## src/rtl/alu16_pkg.sv

```systemverilog
// Shared definitions for the 16-bit ALU: operation codes and the status-flag layout.
// Assumes operation codes 9..15 are treated as no-operations by every unit.
package alu16_pkg;

    localparam int DATA_W = 16;
    localparam int OP_W   = 4;
    localparam int FLAG_W = 5;

    typedef enum logic [OP_W-1:0] {
        OP_ADD = 4'd0,
        OP_SUB = 4'd1,
        OP_CMP = 4'd2,
        OP_AND = 4'd3,
        OP_OR  = 4'd4,
        OP_XOR = 4'd5,
        OP_MOV = 4'd6,
        OP_LUI = 4'd7,
        OP_SHF = 4'd8
    } alu_op_e;

    // Bit 0 is carry, rising to bit 4 negative.
    typedef struct packed {
        logic neg;
        logic zero;
        logic below;
        logic ovf;
        logic carry;
    } flags_t;

endpackage

```

## src/rtl/alu16_arith.sv

```systemverilog
// Shared adder for add, subtract and compare. Computes result and every candidate flag.
// Assumes sub_i selects dst - src (subtract or compare); otherwise dst + src.
module alu16_arith
    import alu16_pkg::*;
#(
    parameter int W = DATA_W
) (
    input  logic         sub_i,
    input  logic [W-1:0] src_i,
    input  logic [W-1:0] dst_i,
    output logic [W-1:0] res_o,
    output flags_t       cand_o
);
    localparam int MSB = W - 1;

    logic [W-1:0] opnd_b;
    logic [W:0]   sum;

    // Form the second adder operand and the (W+1)-bit sum with carry-in for subtract.
    always_comb begin
        opnd_b = sub_i ? ~src_i : src_i;
        sum    = {1'b0, dst_i} + {1'b0, opnd_b} + {{W{1'b0}}, sub_i};
        res_o  = sum[W-1:0];
    end

    // Derive both unsigned and signed views of the outcome.
    always_comb begin
        cand_o.carry = sum[W];
        cand_o.ovf   = (dst_i[MSB] == opnd_b[MSB]) && (res_o[MSB] != dst_i[MSB]);
        cand_o.zero  = (res_o == '0);
        cand_o.below = ~sum[W];
        cand_o.neg   = res_o[MSB] ^ cand_o.ovf;
    end

endmodule

```

## src/rtl/alu16_logic.sv

```systemverilog
// Non-arithmetic results: bitwise ops, move, load-upper and the one-place shift.
// Assumes the caller only uses this result for operation codes other than 0..2.
module alu16_logic
    import alu16_pkg::*;
#(
    parameter int W = DATA_W
) (
    input  alu_op_e      op_i,
    input  logic [W-1:0] src_i,
    input  logic [W-1:0] dst_i,
    output logic [W-1:0] res_o
);
    localparam int HALF = W / 2;
    localparam int MSB  = W - 1;

    // Select the result of the requested non-arithmetic operation.
    always_comb begin
        case (op_i)
            OP_AND:  res_o = dst_i & src_i;
            OP_OR:   res_o = dst_i | src_i;
            OP_XOR:  res_o = dst_i ^ src_i;
            OP_MOV:  res_o = src_i;
            OP_LUI:  res_o = {src_i[HALF-1:0], {(W-HALF){1'b0}}};
            OP_SHF:  res_o = src_i[MSB] ? {1'b0, dst_i[MSB:1]} : {dst_i[MSB-1:0], 1'b0};
            default: res_o = dst_i;
        endcase
    end

endmodule

```

## src/rtl/alu16_flagreg.sv

```systemverilog
// Status register that loads only the bits an operation class owns.
// Assumes upd_arith_i and upd_cmp_i are never both high.
module alu16_flagreg
    import alu16_pkg::*;
(
    input  logic   clk,
    input  logic   rst_n,
    input  logic   upd_arith_i,
    input  logic   upd_cmp_i,
    input  flags_t cand_i,
    output flags_t flags_o
);
    flags_t flags_q;

    // Merge owned bits from the candidate into the held flags.
    always_ff @(posedge clk) begin
        if (!rst_n) begin
            flags_q <= '0;
        end else begin
            if (upd_arith_i) begin
                flags_q.carry <= cand_i.carry;
                flags_q.ovf   <= cand_i.ovf;
            end
            if (upd_cmp_i) begin
                flags_q.zero  <= cand_i.zero;
                flags_q.below <= cand_i.below;
                flags_q.neg   <= cand_i.neg;
            end
        end
    end

    assign flags_o = flags_q;

    assert_idle_hold_R9: assert property (@(posedge clk) disable iff (!rst_n)
        !(upd_arith_i || upd_cmp_i) |=> $stable(flags_q));

    assert_arith_scope_R3: assert property (@(posedge clk) disable iff (!rst_n)
        upd_arith_i |=> $stable({flags_q.neg, flags_q.zero, flags_q.below}));

    assert_cmp_scope_R4: assert property (@(posedge clk) disable iff (!rst_n)
        upd_cmp_i |=> $stable({flags_q.ovf, flags_q.carry}));

endmodule

```

## src/rtl/alu16_flags.sv

```systemverilog
// Top of the ALU: routes operands to the arithmetic and logic units, selects the
// result, raises write-back and gates flag updates by operation class.
// Assumes src_i already carries any sign extension of an immediate.
module alu16_flags
    import alu16_pkg::*;
#(
    parameter int W = DATA_W
) (
    input  logic              clk,
    input  logic              rst_n,
    input  logic              exec_i,
    input  logic [OP_W-1:0]   op_i,
    input  logic [W-1:0]      src_i,
    input  logic [W-1:0]      dst_i,
    output logic [W-1:0]      result_o,
    output logic              wb_o,
    output logic [FLAG_W-1:0] flags_o
);
    alu_op_e      op;
    logic         is_arith;
    logic         is_cmp;
    logic         is_known;
    logic [W-1:0] arith_res;
    logic [W-1:0] logic_res;
    flags_t       cand;
    flags_t       flags_q;

    // Classify the operation code.
    always_comb begin
        op       = alu_op_e'(op_i);
        is_arith = (op == OP_ADD) || (op == OP_SUB);
        is_cmp   = (op == OP_CMP);
        is_known = (op_i <= OP_SHF);
    end

    alu16_arith #(.W(W)) u_arith (
        .sub_i  (op != OP_ADD),
        .src_i  (src_i),
        .dst_i  (dst_i),
        .res_o  (arith_res),
        .cand_o (cand)
    );

    alu16_logic #(.W(W)) u_logic (
        .op_i   (op),
        .src_i  (src_i),
        .dst_i  (dst_i),
        .res_o  (logic_res)
    );

    alu16_flagreg u_flags (
        .clk         (clk),
        .rst_n       (rst_n),
        .upd_arith_i (exec_i && is_arith),
        .upd_cmp_i   (exec_i && is_cmp),
        .cand_i      (cand),
        .flags_o     (flags_q)
    );

    // Choose the result and the write-back strobe.
    always_comb begin
        result_o = (is_arith || is_cmp) ? arith_res : logic_res;
        wb_o     = exec_i && is_known && !is_cmp;
    end

    assign flags_o = flags_q;

    assert_cmp_equal_R4: assert property (@(posedge clk) disable iff (!rst_n)
        (exec_i && op_i == OP_CMP) |=> (flags_o[3] == $past(src_i == dst_i)));

    assert_cmp_below_R4: assert property (@(posedge clk) disable iff (!rst_n)
        (exec_i && op_i == OP_CMP) |=> (flags_o[2] == $past(dst_i < src_i)));

    assert_lui_low_R7: assert property (@(posedge clk) disable iff (!rst_n)
        (op_i == OP_LUI) |-> (result_o[W/2-1:0] == '0));

    assert_shift_fill_R8: assert property (@(posedge clk) disable iff (!rst_n)
        (op_i == OP_SHF) |-> (src_i[W-1] ? !result_o[W-1] : !result_o[0]));

    assert_no_exec_hold_R10: assert property (@(posedge clk) disable iff (!rst_n)
        !exec_i |=> $stable(flags_o));

endmodule

```

## config.mk

```make
export PLATFORM = sky130hd
export DESIGN_NAME = alu16_flags
export DESIGN_NICKNAME = d
export VERILOG_FILES = /design/src/rtl/alu16_pkg.sv /design/src/rtl/alu16_arith.sv /design/src/rtl/alu16_logic.sv /design/src/rtl/alu16_flagreg.sv /design/src/rtl/alu16_flags.sv
export SDC_FILE = /design/constraint.sdc
export NUM_CORES = 1
export LEC_CHECK = 0
export ABC_AREA = 1
export BUFFER_PORTS_ARGS = -buffer_cell sky130_fd_sc_hd__buf_2
export CORE_ASPECT_RATIO = 0.8
export CORE_UTILIZATION = 55
export CTS_CLUSTER_SIZE = 10
export DETAILED_ROUTE_END_ITERATION = 12
export GPL_ROUTABILITY_DRIVEN = 0
export GPL_TIMING_DRIVEN = 0
export PLACE_DENSITY = 0.81
export SYNTH_ARGS = -nofsm -noshare
export SYNTH_HDL_FRONTEND = slang
export SYNTH_SLANG_ARGS = --single-unit
```

## constraint.sdc

```tcl
create_clock -name clk -period 3.73 [get_ports clk]
set_clock_uncertainty 0.1 [all_clocks]
set_input_delay 0.373 -clock clk [delete_from_list [all_inputs] [get_ports clk]]
set_output_delay 0.373 -clock clk [all_outputs]
set_load 0.05 [all_outputs]
```

### Word level (Yosys, flattened, before mapping)

Index checks and enable logic that the tools add are counted.

| storage, ports and cells | value |
|---|---|
| register bits | 5 |
| input port bits | 39 |
| output and inout bits | 22 |

| cells by class | value |
|---|---|
| add/subtract/negate cells | 2 |
| $lt $le $gt $ge | 1 |
| equality and inequality tests | 10 |
| mux-type cells | 4 |
| bitwise gates (word level) | 6 |
| reduce and logical (&&, ||, !) cells | 11 |

Operators by type and width:

| kind | count |
|---|---|
| 16-bit one-hot mux with 6 select lines | 1 |
| 16-bit 2-to-1 mux | 3 |
| 16-bit by 16-bit adder with 17-bit output | 1 |
| 17-bit by 1-bit adder with 17-bit output | 1 |
| 16-bit bitwise AND | 1 |
| 4-bit by 3-bit equality test with 1-bit output (second input constant) | 4 |
| 16-bit logical NOT | 1 |
| 16-bit NOT | 1 |
| 16-bit OR | 1 |
| 16-bit bitwise XOR | 1 |
| 4-bit by 2-bit equality test with 1-bit output (second input constant) | 2 |
| 1-bit logical AND | 5 |
| 4-bit by 1-bit equality test with 1-bit output (second input constant) | 1 |
| 4-bit equality test (second input constant) | 1 |
| 4-bit <= comparator (second input constant) | 1 |
| 4-bit logical NOT | 1 |
| 4-bit nonzero test | 1 |
| 1-bit logical OR | 2 |
| 1-bit equality test | 1 |
| 1-bit logical NOT | 1 |
| 1-bit inequality test | 1 |
| 1-bit NOT | 1 |
| 1-bit bitwise XOR | 1 |

### Depth between registers and ports, before layout

Gate-level depths: netlist of run 1.

| logic depth | value |
|---|---|
| word-level depth | 7 |
| mapped depth | 21 |

### Modules after synthesis

From an unflattened synthesis of run 1, not the netlist that was laid out.

| second synthesis, totals | value |
|---|---|
| cells, all modules | 636 |
| area total of the unflattened synthesis | 3402.0 µm² |

By module, submodules not included:

| module | instances | cells an instance | area each (µm²) | sequential area each (µm²) |
|---|---|---|---|---|
| alu16_logic | 1 | 306 | 1675.4 | 0.0 |
| alu16_arith | 1 | 233 | 1252.5 | 0.0 |
| alu16_flags | 1 | 67 | 280.3 | 0.0 |
| alu16_flagreg | 1 | 30 | 193.9 | 100.1 |

### Worst setup path before layout of run 1

Ideal clock, no wire load.

| path | value |
|---|---|
| kind | input-to-output |
| start | in op_i[2] |
| end | out result_o[15] |
| arrival time | 3283 ps |
| setup slack | -26 ps |
| stages | 14 |
| buffers on the path | 3 |
| cells stage by stage | nor2_2 > buf_2 > buf_6 > nand2_1 > buf_4 > xor2_1 > ha_1 > a21oi_1 > o21ai_1 > a21oi_1 > nand3_1 > nand2_1 > nor2_1 > a31oi_1 |

| on the way | value |
|---|---|
| word-level cells in the longest chain between the ends | 5 |

RTL lines:

| item | RTL line | text |
|---|---|---|
| start: declaration | alu16_flags.sv:12 | `input logic [OP_W-1:0] op_i,` |
| 4-bit nonzero test | alu16_flags.sv:37 | `.sub_i (op != OP_ADD),` |
| 16-bit 2-to-1 mux | alu16_arith.sv:21 | `opnd_b = sub_i ? ~src_i : src_i;` |
| 16-bit by 16-bit adder with 17-bit output | alu16_arith.sv:22 | `sum = {1'b0, dst_i} + {1'b0, opnd_b} + {{W{1'b0}}, sub_i};` |
| 17-bit by 1-bit adder with 17-bit output | alu16_arith.sv:22 |  |
| 16-bit 2-to-1 mux (*) | alu16_flags.sv:62 | `result_o = (is_arith \|\| is_cmp) ? arith_res : logic_res;` |
| end: declaration | alu16_flags.sv:15 | `output logic [W-1:0] result_o,` |

Mark *: on every way between the ends. The rest lies on a longest branch, timed or not.

### Worst setup path in the final report of run 1

| path | value |
|---|---|
| start | in op_i[3] |
| end | out result_o[8] |

The elaborated chain is that of the path after synthesis.

==> results of run 1 <==
critical path, cell delays in order:
cell and delay, ns:
buf_2 0.14, nor2_4 0.13, buf_6 0.16, buf_6 0.17, nand2_4 0.11, xor2_1 0.20
fa_1 0.48, inv_1 0.11, nand3_1 0.09, nand2_1 0.13, nand2_1 0.08, nand2_1 0.11
nand2_1 0.08, nand3b_1 0.09, nand2_1 0.11, a22oi_1 0.23, buf_2 0.30
layer usage:
metal,vias up,GRT usage
met1,1627,0.496
met4,0,0.147
met3,33,0.0333
met2,239,0.600
li1,1751,-
met5,-,0
Yosys cell counts (all sizes together):
library cell  count
nand3b            6
o31ai             3
o22ai             1
and2              1
a22oi             1
buf              10
a21o              2
clkbuf            3
nand3            44
a2111oi           7
xor2             17
o221ai            3
dfxtp             5
nand4             4
nor2             42
o211ai            1
a21oi            25
inv              65
o41ai             2
nand2           100
ha               47
nor3              7
nor4              1
a31oi             4
o21ai            69
a211oi            3
a21boi            1
fa                1
repair_timing:
action	4_1_cts	5_1_grt
setup buffers	0	3
pin swaps	0	5
endpoints found under the setup margin	8	8
gates resized for setup	6	10
stage by stage:
stage | total power, mW | hold WS (ns)
after global routing | 0.760 | 0.329
final | 0.709 | 0.318
after global placement | 0.568 | 0.350
after CTS | 0.686 | 0.319
after floorplan | 0.436 | 0.411
after detailed placement | 0.578 | 0.352
path summary, 6_finish.rpt:
check / start / endpoint / slack [ns] / depth (start not counted)
setup / recovery: op_i[3] / result_o[8] / 0.15 / 17
hold / removal: rst_n / u_flags.flags_o[2] / 0.32 / 3
setup reg to reg: u_flags.flags_o[0] / u_flags.flags_o[0] / 2.96 / 4
hold reg to reg: u_flags.flags_o[1] / u_flags.flags_o[1] / 0.36 / 2
cell type report:
type                       instances  area (sq um)  area share
clock buffer                       4          45.0      0.0137
tap                               60          75.1      0.0228
buffer                            13          80.1      0.0243
multi-input combinational        392          2420       0.734
timing repair buffer              63           334       0.101
sequential                         5           100      0.0304
inverter                          65           244      0.0740
power by group:
group          switching [mW]  leakage (nW)  total, mW  internal, mW
clock                  0.0267        0.0228      0.100        0.0734
combinational           0.384          1.68      0.553         0.169
sequential           0.000465        0.0404     0.0553        0.0549
cells by family after synthesis:
group,after synthesis,synth area share
AOI/OAI and AO/OA,122,0.252
adders and majority gates,48,0.218
buffers and inverters,78,0.112
xor gates and xnor gates,17,0.0533
DFF,5,0.0358
and+or+nand+nor,205,0.329
layout by cell type (no fill, tap or decap), types with 2 or more instances in the layout:
cell type,n
nor2_2,3
buf_6,4
o221ai_1,3
nor3_1,6
nor2_1,37
nand4_1,4
nand3b_1,6
ha_1,47
a2111oi_2,2
a21oi_1,22
dfxtp_1,5
inv_2,7
nor2_4,2
xor2_1,17
buf_4,5
nand2_2,5
o21ai_0,54
inv_1,58
o21ai_1,15
a31oi_1,3
clkbuf_1,4
a211oi_1,3
buf_2,64
clkbuf_8,3
nand2_1,94
a2111oi_0,5
a21o_1,2
o41ai_1,2
o31ai_1,3
nand3_1,40
a21oi_2,3
nand3_2,4
==> flow_metrics.tcl, run 1 <==
set metrics [dict create \
    cp-end-kind "output port" \
    wl_per_cell_microns 16.0 \
    cts_buffers 3 \
    critPathRequiredTime_ns 3.26 \
    antenna_found_initial 0 \
    met1_length_microns 4030 \
    drv_slew 0 \
    synth.area.top_cells "ha_1, nand2_1, o21ai_0" \
    synth.avg_cell_area_sq_um 5.88 \
    die_h_microns 65.8 \
    largest_reg_flops 5 \
    core-area_sq_um 4730 \
    post-place-ws_ns -0.316 \
    clk_pin_slew_ns 0.04 \
    vias_per_cell 6.06 \
    clkLatencyLatePin_ns 0.22 \
    drtIter0Drc 440 \
    ys_ff_latch 5 \
    cts.sinks 5 \
    cts_root_buffer "clkbuf_8" \
    yosysTopAreaCellShare 0.210 \
    gr-usage-all-layers 0.369 \
    power_leakage_nw 1.75 \
    top_layer_used "met4" \
    drive_above_1_share 0.196 \
    vias 3650 \
    critPathKind "input port to output port" \
    cts_buffer_depth 2 \
    synth_cell_type_count 37 \
    finalSetupTns_ns 0 \
    wirelength_microns 9620 \
    finalCriticalPeriod_ns 3.58 \
    diodes 0 \
    hp-class "input port to flop" \
    rows 22 \
    fin_ws_ns 0.148 \
    grt_pass1_vias 3239 \
    placed_area_sq_um 3180 \
    hold_buffers 0 \
    dp_cells 595 \
    period_share 0.960 \
    antenna_left 0 \
    n_fill_cell 453 \
    cts_tree "yes" \
    maxCapViolations 0 \
    fin_nets 630 \
    tightest_slew_ns 0.603 \
    grt_overflow_total 0 \
    drt_first_pass_iters 8 \
    areaGrowthSynthToFinish_pct 17.9 \
    grt_max_degree 11 \
    synthesis.nets 562 \
    wl_met2_microns 4190 \
    synth_top_cell_by_area "ha_1" \
    worstPathArrival_ns 3.11 \
    timing.fmax_ghz 0.279 \
    path_max_fanout 10 \
    synth-seq-area-share 0.0358 \
    setup_viol 0 \
    numPortBuffers 60 \
    wl_met3_microns 1050 \
    initial_core_util 0.590 \
    relSlewSlack 0.588 \
    hold_violations 0 \
    netlist_instances 475 \
    fin_area_sq_um 3300 \
    instances_no_fill 602 \
    grt_pass1_wl_microns 15200 \
    hpwl_microns 7750 \
    rsz0062_at_grt "no" \
    final_util 0.696 \
    peakVddDrop_uv 201 \
    ys_warn_count 0 \
    h-tree-depth 1 \
    critPathLaunchType "input port" \
    status "finished clean" \
    io_pins 61 \
    fp.dieW_microns 81.7 \
    drc_errors 0 \
    synth_area_sq_um 2800 \
    powerDensity_nw_per_um2 215 \
    dieArea_sq_um 5370 \
]
No activity file was read; power rests on OpenSTA's default activity.
==> run 2, diff against run 1 <==
PLACE_DENSITY = 0.79   (was 0.81)
SYNTH_HIERARCHICAL = 1   (was unset)
==> flow_metrics.tcl, run 2 <==
set metrics [dict create \
    status "finished clean" \
    cts_buffers 3 \
    tightest_slew_ns 0.494 \
    hold_ws_ns 0.326 \
    placed_area_sq_um 3800 \
    post-cts-setup-buffer-count 0 \
    worstPathArrival_ns 3.04 \
    antenna_found_initial 0 \
    synth_cell_type_count 32 \
    hold_violations 0 \
    gr-usage-all-layers 0.329 \
    slowest_delay_ns 0.30 \
    finalSetupTns_ns 0 \
    cts_tree "yes" \
    mostFrequentLayoutCells "nand2_1, inv_1, nand3_1" \
    cts.sinks 5 \
    reg2reg_depth 2 \
    critPathKind "input port to output port" \
    grt_pass1_vias 3744 \
    n_fill_cell 607 \
    setup_viol 0 \
    path_max_fanout 10 \
    synth-seq-area-share 0.0294 \
    worst-path-buf-inv 5 \
    die_h_microns 72.3 \
    critPathLaunchType "input port" \
    critPathTopFamily "buffers and inverters" \
    h-tree-depth 1 \
    ys_warn_count 6 \
    min_from "rst_n" \
    async_flop_share 0 \
    synth_top_cell_by_area "nand2_1" \
    vias_per_cell 5.52 \
    wirelength_microns 10900 \
    synth_area_sq_um 3400 \
    clkLatencyLatePin_ns 0.22 \
    antenna_left 0 \
    power.total_mw 0.779 \
    cts_buffer_depth 2 \
    drtIter0Drc 499 \
    initial_core_util 0.572 \
    powerDensity_nw_per_um2 202 \
    drt_first_pass_iters 8 \
    clk_pin_slew_ns 0.03 \
    final_util 0.648 \
    hold_depth 3 \
    synthTopCellsByCount "nand2_1, inv_1, nand3_1, nor2_1, ha_1" \
    drc_errors 0 \
    whs_endpoint "u_flags/flags_o[2]" \
    areaGrowthSynthToFinish_pct 13.2 \
    numPortBuffers 60 \
    timing.fmax_ghz 0.285 \
    synth.area.top_cells "nand2_1, ha_1, nand3_1" \
    core-area_sq_um 5940 \
    wl_per_cell_microns 13.9 \
    grt_pass1_wl_microns 17500 \
    critPathMostFrequentCell "nand2_1" \
    fin_area_sq_um 3850 \
    ys_ff_latch 5 \
    netlist_instances 636 \
    rows 25 \
    post-place-ws_ns 0.154 \
    ys.flop_type "dfxtp_1" \
    cp-end-kind "output port" \
    rsz0062_at_grt "no" \
    fp.dieW_microns 89.9 \
    synth-edff-count 0 \
    vias 4311 \
    critPathSlowestCell "ha_1" \
    timing.rr.start "u_flags/flags_o[4]" \
    yosysTopAreaCellShare 0.204 \
    layout_commonest_cell "nand2_1" \
    hpwl_microns 8710 \
    relSlewSlack 0.668 \
    dieArea_sq_um 6510 \
    grt_overflow_total 0 \
    dp_cells 777 \
    peakVddDrop_uv 255 \
    period_share 0.941 \
    synthesis.nets 724 \
    cts_root_buffer "clkbuf_8" \
    drive_above_1_share 0.176 \
    fin_ws_ns 0.221 \
    hp-class "input port to flop" \
    largest_reg_flops 5 \
    maxCapViolations 0 \
    rrSetupSlack_ns 3.07 \
    rr_endpoint "u_flags/flags_o[4]" \
    synth.avg_cell_area_sq_um 5.35 \
    drv_slew 0 \
    finalCriticalPeriod_ns 3.51 \
    yosysMostFrequentCell "nand2_1" \
    power_leakage_nw 2.29 \
    diodes 0 \
    crit_chain "buf_2 -> inv_1 -> nand3_1 -> buf_6 -> buf_2 -> xor2_1 -> ha_1 -> nand2_1 -> nand2_1 -> a21oi_2 -> nor2_1 -> nor2_1 -> nand3_1 -> nand2_2 -> nand2_1 -> nand2_1 -> buf_2" \
    grt_max_degree 11 \
    fin_nets 789 \
    critPathRequiredTime_ns 3.26 \
    instances_no_fill 781 \
    io_pins 61 \
]
## run 2: changes by cell type after synthesis, moves of 7 or more
cell,delta
o21ai_0,-38
nor2_1,+19
nand2_1,+90
a21oi_1,-16
o21a_1,+7
nand3_1,+53
nand2_2,+10
nand4_1,+14
inv_1,+39
## run 2: layer usage
metal	GRT usage	wire, microns	vias up	share of wire
li1	-	-	2137	-
met1	0.445	4760	1920	0.44
met2	0.557	4850	232	0.45
met3	0.0734	1160	22	0.11
met4	0.0323	89	0	0.0082
met5	0	0	-	0
## run 2: how the worst max path moves through the flow
stage | endpoint | slack [ns] | cells after the start | startpoint
after floorplan | result_o[14] | 0.61 | 15 | op_i[2]
after global placement | result_o[14] | 0.24 | 17 | op_i[3]
after detailed placement | result_o[15] | 0.15 | 18 | op_i[3]
after CTS | result_o[15] | 0.14 | 18 | op_i[3]
after global routing | result_o[14] | 0.04 | 17 | op_i[0]
final | result_o[15] | 0.22 | 17 | op_i[0]
## run 2: logic make-up (layout without fill, tap and decap cells)
logic type	after synthesis	after routing	share of synthesized area
AO/OA/AOI/OAI	48	48	0.0828
XOR/XNOR	17	17	0.0438
adder cells (fa/ha/maj)	49	49	0.182
buffers and inverters	131	195	0.157
flip-flops	5	5	0.0294
AND/OR/NAND/NOR	386	386	0.505
## run 2: power by group
group | total (mW) | internal [mW] | switching (mW)
Clock | 0.0987 | 0.0733 | 0.0254
Combinational | 0.624 | 0.187 | 0.436
Sequential | 0.0560 | 0.0553 | 0.000678
## run 2: repair_timing
action / CTS / global route
resized for setup: 0 / 1
hold buffers: 0 / 0
endpoints found under the setup margin: 0 / 3
## run 2: tightest hold or removal path: stages
cell     delay [ns]
buf_2          0.13
nand2_1        0.06
nor2_1         0.03
## run 2: area by class of cell
cell class / instances / area (sq um) / share of cell area
Buffer: 21 / 120 / 0.0312
Inverter: 110 / 413 / 0.107
Sequential cell: 5 / 100 / 0.0260
Multi-Input combinational cell: 500 / 2770 / 0.720
Tap cell: 81 / 101 / 0.0263
Clock buffer: 4 / 45.0 / 0.0117
Timing Repair Buffer: 60 / 300 / 0.0780
